[src/rtl/pic_pkg.sv]
package pic_pkg;
  localparam int unsigned DEF_LVLS = 8;
endpackage

[src/rtl/irq_capture.sv]
module irq_capture #(
  parameter int unsigned NUM_LVL = pic_pkg::DEF_LVLS
) (
  input  logic               clk_i,
  input  logic               rst_ni,
  input  logic [NUM_LVL-1:0] irq_i,
  input  logic               level_mode_i,
  input  logic [NUM_LVL-1:0] clr_i,
  output logic [NUM_LVL-1:0] req_o
);
  logic [NUM_LVL-1:0] req_q;

  for (genvar g = 0; g < NUM_LVL; g++) begin : g_line
    logic meta_q, sync_q, prev_q, rise;
    always_ff @(posedge clk_i or negedge rst_ni) begin
      if (!rst_ni) begin
        meta_q <= 1'b0;
        sync_q <= 1'b0;
        prev_q <= 1'b0;
      end else begin
        meta_q <= irq_i[g];
        sync_q <= meta_q;
        prev_q <= sync_q;
      end
    end
    assign rise = sync_q & ~prev_q;

    // edge request survives only while the line stays high
    always_ff @(posedge clk_i or negedge rst_ni) begin
      if (!rst_ni) req_q[g] <= 1'b0;
      else if (level_mode_i) req_q[g] <= sync_q & ~clr_i[g];
      else req_q[g] <= (req_q[g] | rise) & sync_q & ~clr_i[g];
    end
  end

  assign req_o = req_q;
endmodule

[src/rtl/prio_find.sv]
module prio_find #(
  parameter int unsigned NUM_LVL = pic_pkg::DEF_LVLS,
  localparam int unsigned LVL_W = $clog2(NUM_LVL)
) (
  input  logic [NUM_LVL-1:0] vec_i,
  output logic               any_o,
  output logic [LVL_W-1:0]   idx_o
);
  always_comb begin
    idx_o = '0;
    for (int i = NUM_LVL - 1; i >= 0; i--) begin
      if (vec_i[i]) idx_o = LVL_W'(i);
    end
  end
  assign any_o = |vec_i;
endmodule

[src/rtl/prio_irq_core.sv]
module prio_irq_core #(
  parameter int unsigned NUM_LVL = pic_pkg::DEF_LVLS,
  localparam int unsigned LVL_W = $clog2(NUM_LVL)
) (
  input  logic               clk_i,
  input  logic               rst_ni,
  input  logic [NUM_LVL-1:0] irq_i,
  input  logic               level_mode_i,
  input  logic               auto_eoi_i,
  input  logic               mask_we_i,
  input  logic [NUM_LVL-1:0] mask_wdata_i,
  input  logic               ack_i,
  input  logic               eoi_i,
  input  logic               eoi_specific_i,
  input  logic [LVL_W-1:0]   eoi_level_i,
  output logic               irq_o,
  output logic [LVL_W-1:0]   level_o,
  output logic [NUM_LVL-1:0] req_o,
  output logic [NUM_LVL-1:0] isr_o,
  output logic [NUM_LVL-1:0] mask_o
);
  localparam logic [LVL_W-1:0] SPUR_LVL = LVL_W'(NUM_LVL - 1);

  logic [NUM_LVL-1:0] req, pend, isr_q, mask_q, grant_vec, eoi_vec;
  logic [LVL_W-1:0]   pend_lvl, isr_lvl, level_q;
  logic               pend_any, isr_any, irq, grant;

  irq_capture #(.NUM_LVL(NUM_LVL)) i_capture (
    .clk_i, .rst_ni, .irq_i, .level_mode_i,
    .clr_i(grant_vec), .req_o(req)
  );

  assign pend = req & ~mask_q;

  prio_find #(.NUM_LVL(NUM_LVL)) i_pend_find (
    .vec_i(pend), .any_o(pend_any), .idx_o(pend_lvl)
  );
  prio_find #(.NUM_LVL(NUM_LVL)) i_isr_find (
    .vec_i(isr_q), .any_o(isr_any), .idx_o(isr_lvl)
  );

  // strictly higher priority (lower index) than anything in service
  assign irq   = pend_any && (!isr_any || pend_lvl < isr_lvl);
  assign grant = ack_i && irq;

  always_comb begin
    grant_vec = '0;
    if (grant) grant_vec[pend_lvl] = 1'b1;
    eoi_vec = '0;
    if (eoi_i) begin
      if (eoi_specific_i) eoi_vec[eoi_level_i] = 1'b1;
      else if (isr_any) eoi_vec[isr_lvl] = 1'b1;
    end
  end

  always_ff @(posedge clk_i or negedge rst_ni) begin
    if (!rst_ni) begin
      isr_q   <= '0;
      mask_q  <= '0;
      level_q <= '0;
    end else begin
      isr_q <= (isr_q & ~eoi_vec) | (auto_eoi_i ? '0 : grant_vec);
      if (mask_we_i) mask_q <= mask_wdata_i;
      if (ack_i) level_q <= grant ? pend_lvl : SPUR_LVL;
    end
  end

  assign irq_o   = irq;
  assign level_o = level_q;
  assign req_o   = req;
  assign isr_o   = isr_q;
  assign mask_o  = mask_q;

  p_grant_sets_isr_r6: assert property (@(posedge clk_i) disable iff (!rst_ni)
    ack_i && irq_o && !auto_eoi_i |=> isr_o[level_o]);
  p_spurious_r7: assert property (@(posedge clk_i) disable iff (!rst_ni)
    ack_i && !irq_o && !eoi_i |=> level_o == SPUR_LVL && $stable(isr_o));
  p_masked_quiet_r4: assert property (@(posedge clk_i) disable iff (!rst_ni)
    (req_o & ~mask_o) == '0 |-> !irq_o);
  p_auto_eoi_r10: assert property (@(posedge clk_i) disable iff (!rst_ni)
    ack_i && auto_eoi_i && !eoi_i |=> $stable(isr_o));
  p_eoi_one_bit_r8: assert property (@(posedge clk_i) disable iff (!rst_ni)
    eoi_i && !eoi_specific_i && !ack_i && isr_o != '0
    |=> $countones(isr_o) == $countones($past(isr_o)) - 1);
  p_isr_no_lower_r11: assert property (@(posedge clk_i) disable iff (!rst_ni)
    irq_o |-> !isr_o[pend_lvl]);
endmodule

[config.mk]
export PLATFORM = sky130hd
export DESIGN_NAME = prio_irq_core
export DESIGN_NICKNAME = d
export VERILOG_FILES = /design/src/rtl/pic_pkg.sv /design/src/rtl/irq_capture.sv /design/src/rtl/prio_find.sv /design/src/rtl/prio_irq_core.sv
export SDC_FILE = /design/constraint.sdc
export NUM_CORES = 1
export LEC_CHECK = 0
export ABC_AREA = 1
export BUFFER_PORTS_ARGS = -buffer_cell sky130_fd_sc_hd__buf_4
export CORE_MARGIN = 5
export CORE_UTILIZATION = 33
export DETAILED_ROUTE_END_ITERATION = 10
export PLACE_DENSITY = 0.63
export SLEW_MARGIN = 30
export SYNTH_ARGS = -nofsm -noshare
export SYNTH_HDL_FRONTEND = slang
export SYNTH_SLANG_ARGS = --single-unit
[constraint.sdc]
create_clock -name clk_i -period 4.4 [get_ports clk_i]
set_clock_uncertainty 0.1 [all_clocks]
set_input_delay 0 -clock clk_i [delete_from_list [all_inputs] [get_ports clk_i]]
set_output_delay 0 -clock clk_i [all_outputs]
set_load 0.02 [all_outputs]
==> qor.yml, run 1 <==
antenna_found_initial: 0
grtUsageTotal: 0.137
grt_use_met1: 0.184
core_um2: 6420
timing.fmax_mhz: 362
timing.final.crit_period_ns: 2.76
vias: 1923
vias_per_cell: 4.62
tightest_slew_ns: 0.637
crit_chain: "nor2_1 > inv_1 > nor2_1 > o31ai_1 > ha_1 > a21oi_1 > nand2_2 > nand2_4 > nand4_1 > o21bai_1 > dlygate4sd3_1"
power_uw: 1510
hp-start: "eoi_specific_i"
die_h_um: 91.9
met3_usage: 0.0278
r2r_slack_ns: 1.64
cts_tree: "done"
ys_ff_latch: 51
crit_arrival_ns: 2.90
leakage_uw: 0.00157
area_growth_pct: 42.5
whs_path_depth: 4
grt_pass1_vias: 1945
drtAntennaViolNets: 0
rows: 29
cts.clk_slew.worst_paths_ns: 0.09
drt_iter0_drc: 110
hold_viol_final: 0
yosysWarnings: 0
ir_drop_uv: 205
num_io_pins: 55
utilization: 0.491
clk_latency_ns: 0.30
overflow: 0
r2r_start: "isr_o[0]$_DFF_PN0_"
hpwl_mm: 4.00
synth_area_um2: 2210
synth_fp_nets: 273
synth_xor_area_frac: 0
placed_area_um2: 2700
crit_path_frequent_cell: "nor2_1"
synth_compound_area_frac: 0.126
slowest_stage: "dlygate4sd3_1"
synth_cells: 244
status: "completed"
r2r_end: "isr_o[2]$_DFF_PN0_"
hp-class: "in2reg"
fin_tns_setup_ns: 0
insertedDiodeCount: 0
setup_viol: 0
critPathLaunchType: "flop"
holdWs_ns: 0.0541
portBuffers: 54
cts_buffers: 5
final_cell_area_um2: 3150
first_pass_iters: 4
busiest_layer: "met2"
start_util: 0.344
post-route-period-util: 0.628
die_w_um: 91.9
drc: 0
root_buffer: "clkbuf_8"
avgSynthCellArea_um2: 9.07
rsz0062_at_grt: "no"
ys_seq_area_frac: 0.577
crit_fanout: 9
timing.slew.headroom: 0.575
yosys.cell_types.count: 25
synth-simple-area-share: 0.205
power_density_nw_per_um2: 479
synth_fa_ha_area_frac: 0.0113
max-cap-violations: 0
cts_buffer_depth: 2
cts_max_level: 2
cp-end-kind: "flop"
final_nets: 367
met2_usage: 0.223
critPathBufInv: 2
drv_slew: 0
drive_gt1_frac: 0.215
critical_path.top_delay_family: "simple AND/OR/NAND/NOR gates"
gp_congestion: 0.797
synth_top_family_by_area: "simple AND/OR/NAND/NOR gates"
r2r_cells: 11
grt_max_degree: 52
grt_pass1_wl_mm: 9.34
critPathKind: "reg2reg"
wl_mm: 5.46
clock_sinks: 51
cts.repair.resized: 0
max_stage_delay_ns: 0.55
wl_per_cell_um: 13.1
required_ns: 4.54
min_to: "isr_o[0]$_DFF_PN0_"
dieArea_um2: 8440
muxShareOfSynthArea: 0.00509
worst min-delay path, delay by kind of cell:
family | cells | cell delay (ns)
compound gates | 3 | 0.28
buf+inv | 1 | 0.13
final cells by class:
class,instances,area (µm²)
clock inverters,2,12.5
flip-flops and latches,51,1280
well taps,77,96.3
multi-input cells,149,768
repair buffers,91,776
inverters,40,151
fillers,609,3270
clock buffers,6,72.6
worst max path at each step:
stage                                  start                           end  slack [ns]  depth (start not counted)
after floorplan           isr_o[0]$_DFF_PN0_                         irq_o        2.30                          8
after global placement    isr_o[0]$_DFF_PN0_  i_capture.req_o[4]$_DFF_PN0_        2.16                         11
after detailed placement  isr_o[0]$_DFF_PN0_  i_capture.req_o[4]$_DFF_PN0_        2.09                         11
after CTS                 isr_o[0]$_DFF_PN0_            isr_o[2]$_DFF_PN0_        1.62                         11
after global routing      isr_o[0]$_DFF_PN0_            isr_o[2]$_DFF_PN0_        1.40                         11
final                     isr_o[0]$_DFF_PN0_            isr_o[2]$_DFF_PN0_        1.64                         11
power by group:
group	internal, µW	switching, µW	leakage, µW
Sequential	532	49.4	0.000614
Combinational	261	406	0.000915
Clock	111	149	0.0000412
cell usage after synthesis (all sizes together):
cell,count,area share
dfrtp,51,0.58
nand2,50,0.095
inv,39,0.066
nor2,27,0.046
o21ai,23,0.054
nand3,11,0.027
o21bai,11,0.037
nand4,8,0.023
a31oi,7,0.020
buf,3,0.0057
nand3b,3,0.010
a21oi,2,0.0045
ha,2,0.011
o31ai,2,0.0068
a21boi,1,0.0034
clkbuf,1,0.0017
clkinv,1,0.0023
mux2,1,0.0051
nor3,1,0.0045
kinds of logic after synthesis:
family,after synthesis
AOI/OAI and AO/OA,46
adders and majority gates,2
buffers and inverters,44
DFF,51
muxes,1
and+or+nand+nor,100
metrics by stage:
step,cells,setup WS [ns]
6_report,416,1.64
3_3_place_gp,371,2.16
5_1_grt,416,1.40
3_5_place_dp,371,2.09
2_1_floorplan,244,2.30
4_1_cts,416,1.62
registers in the layout, summed over array words and instances, names as in the netlist:
register / cells
i_capture.g_line.meta_q: 8
mask_o: 8
i_capture.req_o: 8
i_capture.g_line.prev_q: 8
i_capture.g_line.sync_q: 8
isr_o: 8
level_o: 3
cell usage in the layout, fill, tap and decap left out, drive strengths merged, types with 2 or more instances in the layout:
cell	count
ha	2
clkbuf	6
dlygate4sd3	37
nand4	8
buf	54
dfrtp	51
nand3	11
o21bai	11
nand3b	3
inv	39
o31ai	2
o21ai	23
a31oi	7
nor2	27
clkinv	2
nand2	50
a21oi	2
routing by layer:
metal	vias up	part of all wire
met1	891	0.46
met4	0	0.010
met3	6	0.060
met5	-	0
li1	970	-
met2	56	0.47
repair_timing:
item | 4_1_cts | 5_1_grt
endpoints found under the hold margin | 82 | 0
hold buffers | 37 | 0
buffers inserted | 0 | 0
Power figures use the tool's default switching activity.
==> inputs of run 2 (changes only) <==
--- a/config.mk
+++ b/config.mk
@@ -10,7 +10,7 @@
 export CORE_MARGIN = 5
 export CORE_UTILIZATION = 33
 export DETAILED_ROUTE_END_ITERATION = 10
-export PLACE_DENSITY = 0.63
+export PLACE_DENSITY = 0.65
 export SLEW_MARGIN = 30
 export SYNTH_ARGS = -nofsm -noshare
 export SYNTH_HDL_FRONTEND = slang
==> constraint.sdc (replaced) <==
create_clock -name clk_i -period 2.2 [get_ports clk_i]
set_clock_uncertainty 0.1 [all_clocks]
set_input_delay 0 -clock clk_i [delete_from_list [all_inputs] [get_ports clk_i]]
set_output_delay 0 -clock clk_i [all_outputs]
set_load 0.02 [all_outputs]
==> run 2 against run 1 <==
Non-clock buffer count up 16. Core utilization rose by 2.5 points. Via count increased by 3.7%. Sequential share of layout area shrank 1.9 points. Critical endpoint is now irq_o. Register-to-register slack lost 1.6 ns. The flow now finishes with violations (negative setup slack). Final area grew 5.0%. Clock power up 100%. Largest cell class unchanged. Die area stayed put. Count of clock-buffer cells in the layout is the same. Highest routed layer unchanged.
==> qor.yml, run 2 (synthesis results as in run 1) <==
drv_slew: 0  # unchanged
tightest_slew_ns: 0.646  # +0.00849 ns
wl_mm: 5.88  # +7.7%
critPathLaunchType: "flop"
place_inst: 374  # +0.81%
timing.slew.headroom: 0.570  # -0.00566
intPower_uw: 1920  # +110%
p_comb_frac: 0.472  # +0.030
cts_buffers: 5  # unchanged
num-fill-cells: 598  # -1.8%
crit_fanout: 2  # -7
seqPwrFrac: 0.365  # -0.021
num_io_pins: 55  # unchanged
cts_max_level: 2  # unchanged
clkPwrFrac: 0.164  # -0.009
first_pass_iters: 4  # unchanged
drtAntennaViolNets: 0  # unchanged
status: "finished with violations"
die_w_um: 91.9  # unchanged
utilization: 0.516  # +0.0247
area_growth_pct: 49.7
hp-class: "in2reg"
dp_worst_setup_slack_ns: -0.00371  # -2.09 ns
hold_viol_final: 0  # unchanged
cts.clk_slew.worst_paths_ns: 0.09  # about the same
antenna_found_initial: 0  # unchanged
hpwl_mm: 4.00  # -0.11%
root_buffer: "clkbuf_8"
drt_iter0_drc: 138  # +25%
final_cell_area_um2: 3310  # +5.0%
drc: 0  # unchanged
final_common_cell: "buf_4"
setup_viol: 1  # +1
leakage_uw: 0.00165  # +5.4%
grtUsageTotal: 0.146  # +0.00876
gp_congestion: 0.817  # +2.5%
switching_power_uw: 1290  # +110%
clock_sinks: 51  # unchanged
power_density_nw_per_um2: 970  # +100%
core_um2: 6420  # unchanged
cts_tree: "done"
final_nets: 383  # +4.4%
timing.final.crit_period_ns: 2.20
max-cap-violations: 0  # unchanged
rsz0062_at_grt: "yes"
rows: 29  # unchanged
timing.fmax_mhz: 454
dieArea_um2: 8440  # unchanged
start_util: 0.344  # unchanged
post-route-period-util: 1.00
cts_buffer_depth: 2  # unchanged
grt_max_degree: 52  # unchanged
insertedDiodeCount: 0  # unchanged
setup_ws_ns: -0.00345  # -1.64 ns
grt_pass1_vias: 2060  # +5.9%
switching_share: 0.402  # +0.00196
clk_latency_ns: 0.31  # about the same
grt_pass1_wl_mm: 9.87  # +5.7%
overflow: 0  # unchanged
vias: 1995  # +3.7%
vias_per_cell: 4.62  # about the same
crit_arrival_ns: 2.10  # -0.80 ns
placed_area_um2: 2720  # +0.83%
violations: "negative setup slack"
layout_common_cells: "buf_4 (70), dfrtp_1 (51), nand2_1 (38), inv_1 (36), dlygate4sd3_1 (36)"
power_uw: 3210  # +110%
drive_gt1_frac: 0.301  # +0.0861
cp-end-kind: "output port"
ir_drop_uv: 459  # +120%
portBuffers: 54  # unchanged
required_ns: 2.10  # -2.44 ns
wl_per_cell_um: 13.6  # +3.7%
fin_cells: 432  # +3.8%
critPathKind: "reg2out"
die_h_um: 91.9  # unchanged
run 2: worst max-delay path, cell delays in order, from the launching register on:
cell      delay (ns)
dfrtp_1         0.41
inv_2           0.07
nand2_2         0.06
o21ai_2         0.08
nor2_2          0.07
nor3_2          0.23
ha_1            0.30
a21oi_2         0.16
nand2_2         0.10
a21boi_2        0.18
buf_6           0.14
run 2: per-stage QoR:
stage | setup TNS, ns | hold slack (ns)
after floorplan | 0 | -0.396
after global placement | 0 | -0.0313
after detailed placement | -0.00371 | -0.0281
after CTS | -0.0341 | 0.0441
after global routing | -0.722 | 0.0598
final | -0.00345 | 0.0526
run 2: power by group through the flow:
| stage | registers (µW) | logic (µW) | clock network, µW |
|---|---|---|---|
| after global placement | 1180 | 1270 | 0 |
| after global routing | 1190 | 1680 | 578 |
| final | 1170 | 1520 | 526 |
| after detailed placement | 1180 | 1290 | 0 |
| after floorplan | 1290 | 705 | 0 |
| after CTS | 1170 | 1490 | 544 |
run 2: timing repair:
item / CTS / global route
gates resized for setup: 13 / 6
pin swaps: 9 / 14
hold buffers: 36 / 0
endpoints found under the hold margin: 82 / 0
endpoints found under the setup margin: 7 / 20
buffers inserted: 12 / 3
cloned: 0 / 0
run 2: area by class of cell:
cell class	count	area (µm²)	share of cell area
clock buffers	6	72.6	0.0219
repair buffers	107	897	0.271
flip-flops and latches	51	1280	0.385
clock inverters	2	12.5	0.00378
well taps	77	96.3	0.0291
inverters	40	151	0.0457
multi-input cells	149	806	0.243
run 2: metal layers:
metal,vias up,global-route usage,wire [µm]
met1,935,0.191,2620
li1,1008,-,-
met4,0,0.0446,75
met2,45,0.241,2880
met5,-,0,0
met3,7,0.0336,303
run 2: worst paths after layout:
| path | from | to | slack (ns) | cells past startpoint |
|---|---|---|---|---|
| worst max-delay path | mask_o[6]$_DFFE_PN0P_ | irq_o | -0.003 | 10 |
| worst min-delay path | eoi_specific_i | isr_o[0]$_DFF_PN0_ | 0.05 | 4 |
| worst max register to register | mask_o[6]$_DFFE_PN0P_ | isr_o[4]$_DFF_PN0_ | 0.05 | 11 |
| worst min register to register | i_capture.g_line[4].meta_q$_DFF_PN0_ | i_capture.g_line[4].sync_q$_DFF_PN0_ | 0.25 | 0 |
| max in group asynchronous | rst_ni | level_o[0]$_DFFE_PN0P_ | 1.42 | 2 |
| min in group asynchronous | rst_ni | mask_o[6]$_DFFE_PN0P_ | 0.16 | 2 |
==> inputs of run 3 (changes only) <==
--- a/config.mk
+++ b/config.mk
@@ -8,9 +8,9 @@
 export ABC_AREA = 1
 export BUFFER_PORTS_ARGS = -buffer_cell sky130_fd_sc_hd__buf_4
 export CORE_MARGIN = 5
-export CORE_UTILIZATION = 33
+export CORE_UTILIZATION = 47
 export DETAILED_ROUTE_END_ITERATION = 10
-export PLACE_DENSITY = 0.65
+export PLACE_DENSITY = 0.84
 export SLEW_MARGIN = 30
 export SYNTH_ARGS = -nofsm -noshare
 export SYNTH_HDL_FRONTEND = slang
==> run 3 against run 2 <==
Sequential power barely moved. Critical path depth down 1. Register-to-register slack about the same. Largest power group unchanged. Sequential share of layout area is 1.5 points higher. Maximum frequency increased by 1.4%. The run now ends clean. Total power fell by 1.1%. Worst hold slack improved by 0.021 ns. Critical endpoint unchanged.
==> qor.yml, run 3 (synthesis results as in run 1) <==
final_cell_area_um2: 3190  # -3.6%
die_h_um: 78.6  # -14%
layout_common_cells: "buf_4 (58), dfrtp_1 (51), nand2_1 (41), inv_1 (38), dlygate4sd3_1 (36)"
wl_per_cell_um: 14.8  # +8.6%
dieArea_um2: 6180  # -27%
root_buffer: "clkbuf_8"
drc: 0  # unchanged
cp-end-kind: "output port"
hold_viol_final: 0  # unchanged
wl_mm: 5.87  # -0.15%
timing.fmax_mhz: 460  # +1.4%
switching_share: 0.412  # +0.00934
cts_max_level: 2  # unchanged
clkPwrFrac: 0.170  # +0.006
overflow: 0  # unchanged
cts.clk_slew.worst_paths_ns: 0.09  # about the same
seqCellArea_um2: 1280  # unchanged
max-cap-violations: 0  # unchanged
drv_slew: 0  # unchanged
final_nets: 371  # -3.1%
timing.slew.headroom: 0.579  # +0.00899
placed_area_um2: 2680  # -1.6%
drt_iter0_drc: 97  # -30%
first_pass_iters: 5  # +1
grt_pass1_wl_mm: 9.85  # -0.27%
cts_buffers: 5  # unchanged
cts_buffer_depth: 2  # unchanged
critPathLaunchType: "flop"
rows: 25  # -14%
cts_tree: "done"
num-fill-cells: 344  # -42%
power_uw: 3180  # -1.1%
die_w_um: 78.6  # -14%
vias: 2061  # +3.3%
drive_gt1_frac: 0.259  # -0.0419
hp-class: "in2reg"
multi_input_comb_area_um2: 800  # -0.78%
p_comb_frac: 0.462  # -0.010
clock_sinks: 51  # unchanged
timing.final.crit_period_ns: 2.17  # -0.0299 ns
required_ns: 2.10  # about the same
final_common_cell: "buf_4"
critPathKind: "reg2out"
drtAntennaViolNets: 0  # unchanged
seqPwrFrac: 0.368  # +0.003
portBuffers: 54  # unchanged
switching_power_uw: 1310  # +1.2%
ir_drop_uv: 512  # +11%
intPower_uw: 1870  # -2.6%
insertedDiodeCount: 0  # unchanged
antenna_found_initial: 0  # unchanged
crit_fanout: 4  # +2
grt_max_degree: 52  # unchanged
grtUsageTotal: 0.205  # +0.0594
rsz0062_at_grt: "yes"
clk_latency_ns: 0.31  # about the same
num_io_pins: 55  # unchanged
start_util: 0.475  # +0.130
post-route-period-util: 0.988  # -0.0136
status: "completed"
area_growth_pct: 44.3
core_um2: 4660  # -27%
vias_per_cell: 5.19  # +12%
gp_congestion: 0.868  # +6.2%
leakage_uw: 0.00160  # -3.4%
grt_pass1_vias: 2144  # +4.1%
hpwl_mm: 3.96  # -1.0%
power_density_nw_per_um2: 996  # +2.6%
tightest_slew_ns: 0.632  # -0.0135 ns
crit_arrival_ns: 2.07  # -0.03 ns
setup_viol: 0  # -1
==> run 3: cell count changes in the layout (fill, tap and decap cells not counted), sizes merged <==
cell / delta
clkinvlp: -1
buf: -12
clkinv: +1
==> run 3: metrics by stage <==
| stage | instances | setup WS, ns | setup TNS [ns] | utilization | hold slack [ns] |
|---|---|---|---|---|---|
| floorplan | 244 | 0.104 | 0 | - | -0.396 |
| global placement | 349 | 0.0475 | 0 | 0.574 | -0.0457 |
| detailed placement | 349 | -0.0743 | -0.239 | 0.574 | -0.0351 |
| CTS | 396 | 0.000957 | 0 | 0.682 | 0.0739 |
| global route | 397 | -0.159 | -1.46 | 0.685 | 0.0988 |
| finish | 397 | 0.0264 | 0 | 0.685 | 0.0735 |
==> run 3: power groups by stage <==
stage | clock [µW] | combinational, µW | sequential, µW
4_1_cts | 550 | 1450 | 1160
3_3_place_gp | 0 | 1240 | 1180
5_1_grt | 599 | 1610 | 1190
2_1_floorplan | 0 | 705 | 1290
3_5_place_dp | 0 | 1300 | 1180
6_report | 540 | 1470 | 1170
==> run 3: worst paths after layout <==
kind / slack [ns] / startpoint / cells past startpoint / end
worst max-delay path: 0.03 / isr_o[0]$_DFF_PN0_ / 9 / irq_o
worst max register to register: 0.05 / isr_o[0]$_DFF_PN0_ / 10 / isr_o[2]$_DFF_PN0_
max in group asynchronous: 1.42 / rst_ni / 2 / i_capture.req_o[1]$_DFF_PN0_
worst min register to register: 0.25 / i_capture.g_line[5].meta_q$_DFF_PN0_ / 0 / i_capture.g_line[5].sync_q$_DFF_PN0_
worst min-delay path: 0.07 / eoi_specific_i / 4 / isr_o[5]$_DFF_PN0_
min in group asynchronous: 0.14 / rst_ni / 2 / i_capture.g_line[4].sync_q$_DFF_PN0_
==> run 3: area by class of cell <==
class	instances	share of cell area
clock buffer	6	0.0227
clock inverter	2	0.00549
inverter	40	0.0474
multi-input combinational	149	0.250
sequential	51	0.400
tap	54	0.0212
timing repair buffer	95	0.253
==> run 3: timing repair <==
| item | CTS | global route |
|---|---|---|
| pin swaps | 3 | 6 |
| hold buffers | 36 | 0 |
| setup buffers | 3 | 1 |
| resized for setup | 11 | 3 |
| hold endpoints to repair | 81 | 0 |
| setup endpoints to repair | 13 | 20 |
==> run 3: layer usage <==
metal,vias to the layer above,share of wire,track usage
met3,15,0.071,0.0413
met1,973,0.38,0.224
li1,990,-,-
met4,0,0.024,0.0734
met5,-,0,0
met2,83,0.52,0.388
==> run 3: critical path, cell delays in order (launching register included) <==
cell and delay, ns:
dfrtp_1 0.42, nor2_2 0.14, inv_1 0.10, nor2_4 0.15
o31ai_1 0.09, ha_1 0.30, a21oi_1 0.18, nand2_2 0.10
a21boi_2 0.16, buf_6 0.14
